File: config.mk
export PLATFORM = sky130hd
export DESIGN_NAME = adc_seq_ctrl
export DESIGN_NICKNAME = d
export VERILOG_FILES = /design/src/rtl/adc_seq_pkg.sv /design/src/rtl/adc_seq_regs.sv /design/src/rtl/adc_seq_engine.sv /design/src/rtl/adc_seq_results.sv /design/src/rtl/adc_seq_ctrl.sv
export SDC_FILE = /design/constraint.sdc
export NUM_CORES = 1
export LEC_CHECK = 0
export ABC_AREA = 1
export BUFFER_PORTS_ARGS = -buffer_cell sky130_fd_sc_hd__buf_4
export CORE_MARGIN = 2
export CORE_UTILIZATION = 41
export CTS_CLUSTER_SIZE = 16
export DETAILED_ROUTE_END_ITERATION = 8
export GPL_ROUTABILITY_DRIVEN = 0
export REMOVE_ABC_BUFFERS = 1
export SLEW_MARGIN = 15
export SYNTH_ARGS = -nofsm -noshare
export SYNTH_HDL_FRONTEND = slang
export SYNTH_SLANG_ARGS = --single-unit
File: constraint.sdc
create_clock -name clk -period 3.8 [get_ports clk]
set_input_delay 0.19 -clock clk [delete_from_list [all_inputs] [get_ports clk]]
set_output_delay 0.19 -clock clk [all_outputs]
set_load 0.02 [all_outputs]
File: src/rtl/adc_seq_pkg.sv
package adc_seq_pkg;
  localparam int NUM_SLOTS = 4;
  localparam int SLOT_W    = $clog2(NUM_SLOTS);
  localparam int ADDR_W    = 3;
  localparam int CHAN_W    = 3;
  localparam logic [ADDR_W-1:0] CTRL_ADDR = 3'd0;
  localparam logic [ADDR_W-1:0] OPT_ADDR  = 3'd5;

  typedef struct packed {
    logic       scan;
    logic       group;
    logic [3:0] sel;
  } ctrl_t;

  function automatic logic [CHAN_W-1:0] slot_channel(input ctrl_t c, input logic [SLOT_W-1:0] slot);
    if (c.group) return {c.sel[2], slot};
    return c.sel[2:0];
  endfunction

  function automatic logic [7:0] ctrl_image(input logic flag, input ctrl_t c);
    return {flag, 1'b0, c.scan, c.group, c.sel};
  endfunction
endpackage

File: src/rtl/adc_seq_regs.sv
module adc_seq_regs
  import adc_seq_pkg::*;
#(
  parameter int CODE_W = 8
) (
  input  logic                           clk,
  input  logic                           rst_n,
  input  logic                           bus_sel,
  input  logic                           bus_wr,
  input  logic [ADDR_W-1:0]              bus_addr,
  input  logic [7:0]                     bus_wdata,
  input  logic                           flag,
  input  logic [NUM_SLOTS-1:0][CODE_W-1:0] slot_data,
  output logic [7:0]                     bus_rdata,
  output ctrl_t                          ctrl,
  output logic                           pwr_on,
  output logic                           ctrl_wr
);
  logic csel;
  logic opt_wr;

  assign ctrl_wr = bus_sel && bus_wr && (bus_addr == CTRL_ADDR);
  assign opt_wr  = bus_sel && bus_wr && (bus_addr == OPT_ADDR);

  always_ff @(posedge clk) begin
    if (!rst_n) begin
      ctrl   <= '0;
      pwr_on <= 1'b0;
      csel   <= 1'b0;
    end else begin
      if (ctrl_wr) ctrl <= ctrl_t'(bus_wdata[5:0]);
      if (opt_wr) begin
        pwr_on <= bus_wdata[7];
        csel   <= bus_wdata[6];
      end
    end
  end

  always_comb begin
    bus_rdata = '0;
    if (bus_addr == CTRL_ADDR) bus_rdata = ctrl_image(flag, ctrl);
    if (bus_addr == OPT_ADDR)  bus_rdata = {pwr_on, csel, 6'b0};
    for (int s = 0; s < NUM_SLOTS; s++) begin
      if (bus_addr == ADDR_W'(s + 1)) bus_rdata = 8'(slot_data[s]);
    end
  end
endmodule

File: src/rtl/adc_seq_engine.sv
module adc_seq_engine
  import adc_seq_pkg::*;
#(
  parameter int CONV_CYC   = 32,
  parameter int SAMPLE_CYC = 12
) (
  input  logic              clk,
  input  logic              rst_n,
  input  logic              ctrl_wr,
  input  logic              pwr_on,
  input  logic              scan,
  output logic              busy,
  output logic [SLOT_W-1:0] slot_idx,
  output logic              sample_win,
  output logic              conv_done,
  output logic              flag
);
  localparam int CNT_W = $clog2(CONV_CYC);
  localparam logic [SLOT_W-1:0] LAST_SLOT = SLOT_W'(NUM_SLOTS - 1);

  logic [CNT_W-1:0] cnt;
  logic             last_cyc;

  assign last_cyc   = (cnt == CNT_W'(CONV_CYC - 1));
  assign conv_done  = busy && last_cyc;
  assign sample_win = busy && (cnt < CNT_W'(SAMPLE_CYC));

  always_ff @(posedge clk) begin
    if (!rst_n) begin
      busy     <= 1'b0;
      cnt      <= '0;
      slot_idx <= '0;
      flag     <= 1'b0;
    end else if (ctrl_wr) begin
      busy     <= pwr_on;
      cnt      <= '0;
      slot_idx <= '0;
      flag     <= 1'b0;
    end else if (!pwr_on) begin
      busy <= 1'b0;
    end else if (busy) begin
      if (last_cyc) begin
        cnt <= '0;
        if (slot_idx == LAST_SLOT) begin
          flag     <= 1'b1;
          slot_idx <= '0;
          if (!scan) busy <= 1'b0;
        end else begin
          slot_idx <= slot_idx + 1'b1;
        end
      end else begin
        cnt <= cnt + 1'b1;
      end
    end
  end

  AST_NO_RUN_UNPOWERED: assert property (@(posedge clk) disable iff (!rst_n)
    !pwr_on |=> !busy);
  AST_FLAG_CLEARED_BY_WRITE: assert property (@(posedge clk) disable iff (!rst_n)
    ctrl_wr |=> !flag);
  AST_FLAG_AFTER_LAST_SLOT: assert property (@(posedge clk) disable iff (!rst_n)
    $rose(flag) |-> ($past(conv_done) && $past(slot_idx) == LAST_SLOT));
  AST_LATCH_OUTSIDE_WINDOW: assert property (@(posedge clk) disable iff (!rst_n)
    conv_done |-> !sample_win);
  AST_SINGLE_RUN_STOPS: assert property (@(posedge clk) disable iff (!rst_n)
    (conv_done && slot_idx == LAST_SLOT && !scan && !ctrl_wr) |=> !busy);
endmodule

File: src/rtl/adc_seq_results.sv
module adc_seq_results
  import adc_seq_pkg::*;
#(
  parameter int CODE_W = 8
) (
  input  logic                             clk,
  input  logic                             rst_n,
  input  logic                             conv_done,
  input  logic [SLOT_W-1:0]                slot_idx,
  input  logic [CODE_W-1:0]                conv_code,
  output logic [NUM_SLOTS-1:0][CODE_W-1:0] slot_data
);
  logic [NUM_SLOTS-1:0] slot_we;

  for (genvar g = 0; g < NUM_SLOTS; g++) begin : g_slot
    assign slot_we[g] = conv_done && (slot_idx == SLOT_W'(g));
    always_ff @(posedge clk) begin
      if (!rst_n)          slot_data[g] <= '0;
      else if (slot_we[g]) slot_data[g] <= conv_code;
    end
  end

  AST_ONE_SLOT_PER_LATCH: assert property (@(posedge clk) disable iff (!rst_n)
    $onehot0(slot_we));
  AST_LATCH_ON_DONE: assert property (@(posedge clk) disable iff (!rst_n)
    conv_done |-> $countones(slot_we) == 1);
endmodule

File: src/rtl/adc_seq_ctrl.sv
module adc_seq_ctrl
  import adc_seq_pkg::*;
#(
  parameter int CODE_W     = 8,
  parameter int CONV_CYC   = 32,
  parameter int SAMPLE_CYC = 12
) (
  input  logic              clk,
  input  logic              rst_n,
  input  logic              bus_sel,
  input  logic              bus_wr,
  input  logic [ADDR_W-1:0] bus_addr,
  input  logic [7:0]        bus_wdata,
  output logic [7:0]        bus_rdata,
  output logic [CHAN_W-1:0] conv_chan,
  output logic              sample_win,
  input  logic [CODE_W-1:0] conv_code
);
  ctrl_t                            ctrl;
  logic                             pwr_on;
  logic                             ctrl_wr;
  logic                             busy;
  logic                             conv_done;
  logic                             flag;
  logic [SLOT_W-1:0]                slot_idx;
  logic [NUM_SLOTS-1:0][CODE_W-1:0] slot_data;

  adc_seq_regs #(.CODE_W(CODE_W)) u_regs (
    .clk(clk), .rst_n(rst_n), .bus_sel(bus_sel), .bus_wr(bus_wr),
    .bus_addr(bus_addr), .bus_wdata(bus_wdata), .flag(flag),
    .slot_data(slot_data), .bus_rdata(bus_rdata), .ctrl(ctrl),
    .pwr_on(pwr_on), .ctrl_wr(ctrl_wr)
  );

  adc_seq_engine #(.CONV_CYC(CONV_CYC), .SAMPLE_CYC(SAMPLE_CYC)) u_engine (
    .clk(clk), .rst_n(rst_n), .ctrl_wr(ctrl_wr), .pwr_on(pwr_on),
    .scan(ctrl.scan), .busy(busy), .slot_idx(slot_idx),
    .sample_win(sample_win), .conv_done(conv_done), .flag(flag)
  );

  adc_seq_results #(.CODE_W(CODE_W)) u_results (
    .clk(clk), .rst_n(rst_n), .conv_done(conv_done), .slot_idx(slot_idx),
    .conv_code(conv_code), .slot_data(slot_data)
  );

  assign conv_chan = slot_channel(ctrl, slot_idx);

  AST_SINGLE_CHANNEL_HELD: assert property (@(posedge clk) disable iff (!rst_n)
    (busy && !ctrl.group) |-> conv_chan == ctrl.sel[2:0]);
  AST_GROUP_FIXED: assert property (@(posedge clk) disable iff (!rst_n)
    (busy && ctrl.group) |-> conv_chan[2] == ctrl.sel[2]);
endmodule

-- Word-level counts from Yosys, hierarchy flattened
Index checks and enable logic that the tools add are counted.
Widths: inputs -> output; s select.
- bits in registers: 49
- input port bits: 23
- output and inout port bits: 12
- logic and storage cells: 58
- $add $sub $neg: 2
- order comparisons: 1
- eq/ne operators: 9
- muxes and demuxes: 17
- bitwise operators: 1
- reduce and logical (&&, ||, !) cells: 15
- operators by type and width (cell ; count):
    $mux 8 ; 6
    $logic_and 1x1->1 ; 9
    $mux 1 ; 7
    $eq 3x2->1 const B ; 2
    $eq 3x3->1 const B ; 2
    $mux 3 ; 2
    $add 5x1->5 const B ; 1
    $eq 5x5->1 const B ; 1
    $lt 5x4->1 const B ; 1
    $mux 5 ; 1
    $eq 2x2->1 const B ; 2
    $reduce_and 4->1 ; 1
    $eq 3x1->1 const B ; 1
    $logic_not 3->1 ; 1
    $reduce_and 3->1 ; 1
    $add 2x1->2 const B ; 1
    $eq 2x1->1 const B ; 1
    $logic_not 2->1 ; 1
    $mux 2 ; 1
    $reduce_and 2->1 ; 1
    $reduce_or 2->1 ; 1
    $not 1->1 ; 1

-- Depth between registers and ports, before layout
- word-level depth: 7
- gate-level depth with buffers: 11
- mapped depth without buffers: 10

-- Cells and area by module
From an unflattened synthesis, not the netlist that was laid out.
- cells, all modules: 411
- area total of the unflattened synthesis: 2568.7 um^2
- modules (own cells, without submodules) (module ; times used ; cells each ; area each (um^2) ; seq. area each (um^2)):
    adc_seq_results ; 1 ; 207 ; 1395.1 ; 640.6
    adc_seq_regs ; 1 ; 136 ; 700.7 ; 160.2
    adc_seq_engine ; 1 ; 61 ; 446.7 ; 180.2
    adc_seq_ctrl ; 1 ; 7 ; 26.3 ; 0.0

-- Worst setup path before layout
Ideal clock, no wire load.
- path type: reg-to-reg
- from: reg u_engine.cnt[0]
- to: reg u_results.slot_data[4] (netlist name)
- setup time: 0.119 ns
- data arrival time: 1.376 ns
- data required time: 3.681 ns
- path slack: 2.304 ns
- stages on the path, launching flop included: 11
- buffers on the path: 1
- clock period less this slack: 1.496 ns
- cell sequence: dfxtp_1 > ha_1 > inv_1 > nor2_1 > ha_1 > nand2_1 > inv_2 > nand2_1 > buf_2 > o21ai_0 > a21oi_1
- word-level cells in the longest chain between the ends: 3
- RTL lines (item ; line ; RTL):
    from (decl) ; adc_seq_engine.sv:21 ; logic [CNT_W-1:0] cnt;
    from (signal assigned) ; adc_seq_engine.sv:52 ; cnt <= cnt + 1'b1;
    $eq 5x5->1 ; adc_seq_engine.sv:24 ; assign last_cyc = (cnt == CNT_W'(CONV_CYC - 1));
    $logic_and 1x1->1 ; adc_seq_engine.sv:25 ; assign conv_done = busy && last_cyc;
    $logic_and 1x1->1 ; adc_seq_results.sv:16 ; assign slot_we[g] = conv_done && (slot_idx == SLOT_W'(g));
    to (signal, indexed assignment) ; adc_seq_results.sv:19 ; else if (slot_we[g]) slot_data[g] <= conv_code;
    to (decl) ; adc_seq_results.sv:11 ; output logic [NUM_SLOTS-1:0][CODE_W-1:0] slot_data
Every way passes these cells.
A chain may end at the register's enable or synchronous reset.

-- Worst setup path in the final report
- from: reg u_engine.cnt[1]
- to: reg u_results.slot_data[7] (netlist name)
Same word-level chain as after synthesis.

==> results.tsv <==
metric	value	unit
Syn. warnings	0	
Final Hold Fails	0	
register area share after synthesis	43.3	%
Worst Tran Pin Value	0.652	ns
gr ovfl total	0	
status	finished clean	
Post-DP HPWL	3890	um
Area Growth Syn to Fin	15.8	%
Die W	78.4	um
highest clock rate	477	MHz
count of state elements after synthesis	49	
Layout Nets	370	
RSZ-0062 raised after global routing	no	
IO Pins	35	
CTS Sinks	49	
DRC viols	0	
Syn Std Cell Area	0.00227	mm2
post-synth cell types	25	
critical path arrival	2.28	ns
ANT cells	0	
fillers	568	
part of the cycle the worst path needs	55.2	%
Avg Cell Area, Syn	7.24	um2
Max-cap violations	0	
PD cells	338	mW/mm2
row count	27	
PortBufs	34	
Num CTS Buffers	5	
DP Area	0.00254	mm2
CP Max Fanout	24	
R2R Setup Slk	1.70	ns
startpoint types	register	
Pleak	0.972	nW
Worst EP required	3.98	ns
endpoints failing setup	0	
drt pass-1 iters	4	
Util after Layout	48.3	%
post-synth top area share	43.3	%
die height	78.4	um
Final Instance Area	0.00263	mm2
cell count after synthesis	313	
Skew-Pair Late Insertion Delay	0.30	ns
Final Max Slew Viols	0	
die area	0.00614	mm2
Vias	2063	
fin cells	413	
CTS max path bufs	2	
Synth area leader	dfxtp_1	
FF-to-FF End	u_results.slot_data[7]$_SDFFE_PN0P_	
DR WL/cell	13.2	um
fin crit period	2.10	ns
CTS tree	built	
vias in the first global route	1873	
Multi-input gate area	0.00109	mm2
share of layout cells above drive strength 1	14.7	%
critical hold path startpoint	bus_wdata[6]	
Worst Skew	0.00435	ns
CTS root buf	clkbuf_8	
Max VDD drop	0.166	mV
Setup crit start	u_engine.cnt[1]$_SDFFE_PP0P_	
maximum number of pins on one net before global-route repair	28	
antenna violations before repair	0	
hold depth	3	
CTS resizes	0	
leading post-synthesis cells by cell area	dfxtp_1, nand2_1, a21oi_1, nand3_1, o21ai_0	
crit path kind	reg2reg	
number of DRC markers in iteration 0	159	
starting density of the core	41.7	%
dpl cells	406	
Routed WL	5470	um
post-CTS setup buffers	0	
Vias/cell	5.00	
placeable core area	0.00544	mm2
worst reg-to-reg path cell count	9	
H-tree depth	2	
first-pass GRT wire length	9000	um
Worst-path clk slew	0.08	ns
hold buffers post-CTS	0	
endpoint type of the worst setup path	register	
All-Layer GR Usage	18.9	%
Final Total Pwr	0.000888	W
setup TNS	0	ns
FF/Latch Area	981	um2
reg2reg start	u_engine.cnt[1]$_SDFFE_PP0P_	
Hold Path Class	in2reg	
end of the worst hold path	u_regs.csel$_SDFFE_PN0P_	
Post-DRT Antenna Nets	0	
Max transition margin	56.3	%
[sequential cells by signal (all words and copies together) (netlist names)]
register / flops
u_engine.cnt: 5
u_regs.ctrl: 6
u_regs.csel: 1
u_engine.flag: 1
u_regs.pwr_on: 1
u_results.slot_data: 32
u_engine.busy: 1
u_engine.slot_idx: 2
[metrics by stage]
step / worst slack (ns) / hold WS (ns)
after CTS: 1.72 / 0.107
after detailed placement: 1.72 / 0.419
after global routing: 1.50 / 0.136
after floorplan: 2.10 / 0.315
after global placement: 1.80 / 0.418
final: 1.70 / 0.114
[cell usage after synthesis]
| master | number |
|---|---|
| buf_6 | 1 |
| nand2_1 | 55 |
| nor2_1 | 29 |
| ha_1 | 6 |
| clkinv_1 | 1 |
| nor2_4 | 1 |
| dfxtp_1 | 49 |
| nand3_2 | 1 |
| o21ai_0 | 36 |
| nand3_1 | 37 |
| nor3_4 | 1 |
| clkbuf_1 | 4 |
| buf_1 | 1 |
| xor2_1 | 1 |
| inv_1 | 29 |
| nand3_4 | 1 |
| buf_2 | 4 |
| a21oi_1 | 41 |
| nor3_2 | 1 |
| buf_4 | 3 |
| inv_2 | 3 |
| xnor2_1 | 2 |
| nor2_2 | 2 |
| a31oi_1 | 1 |
| nand4_1 | 3 |
[critical path: stages (launching register included)]
cell and delay [ns]:
dfxtp_1 0.37, ha_1 0.16, inv_1 0.05, nor2_1 0.10, ha_1 0.19, nand2_1 0.07, inv_2 0.27, nand2_1 0.39
o21ai_0 0.31, a21oi_1 0.06
[worst max path at each step]
stage,to
final,u_results.slot_data[7]$_SDFFE_PN0P_
after global routing,u_results.slot_data[2]$_SDFFE_PN0P_
after CTS,u_results.slot_data[2]$_SDFFE_PN0P_
after detailed placement,u_results.slot_data[2]$_SDFFE_PN0P_
after global placement,u_results.slot_data[7]$_SDFFE_PN0P_
after floorplan,u_results.slot_data[0]$_SDFFE_PN0P_
[power by group]
group | total, W | leakage (nW) | switching [W] | internal, W
Sequential | 0.000516 | 0.395 | 0.00000155 | 0.000515
Clock | 0.000310 | 0.0443 | 0.000165 | 0.000145
Combinational | 0.0000620 | 0.533 | 0.0000383 | 0.0000237
Total | 0.000888 | 0.972 | 0.000205 | 0.000683
[area by class of cell]
class                           instances  area share [%]
Clock buffer                            7            3.29
Multi-Input combinational cell        218            41.5
Inverter                               33            4.72
Sequential cell                        49            37.4
Timing Repair Buffer                   34            9.72
Tap cell                               72            3.43
[cells in the final DEF (no fill, tap or decap)]
| master | n |
|---|---|
| nand4_1 | 3 |
| inv_2 | 3 |
| nand2_1 | 55 |
| o21ai_0 | 36 |
| inv_1 | 29 |
| nand3_2 | 1 |
| ha_1 | 6 |
| xnor2_1 | 2 |
| dfxtp_1 | 49 |
| nand3_1 | 37 |
| clkbuf_8 | 6 |
| a31oi_1 | 1 |
| clkbuf_1 | 1 |
| nor2_2 | 2 |
| nor2_1 | 29 |
| nand3_4 | 1 |
| nor2_4 | 1 |
| nor3_4 | 1 |
| clkinv_1 | 1 |
| buf_4 | 34 |
| nor3_2 | 1 |
| xor2_1 | 1 |
| a21oi_1 | 41 |
[per-layer routing]
layer  vias to the layer above  wire, um  part of all wire, %  global-route usage [%]
met1                       932      2620                   48                    27.1
li1                       1084         -                    -                       -
met2                        42      2540                   46                    28.4
met4                         0        54                 0.99                    5.61
met3                         5       253                  4.6                    4.37
met5                         -         0                    0                       0
[cell families after synthesis]
kind of cell / count (synthesis) / share of synthesized area, %
buffers and inverters: 46 / 8.66
AND/OR/NAND/NOR: 131 / 26.3
flip-flops: 49 / 43.3
AO/OA/AOI/OAI: 78 / 17.3
XOR/XNOR: 3 / 1.16
adder cells (fa/ha/maj): 6 / 3.31
Note: power is estimated with default switching activity, not from simulation.
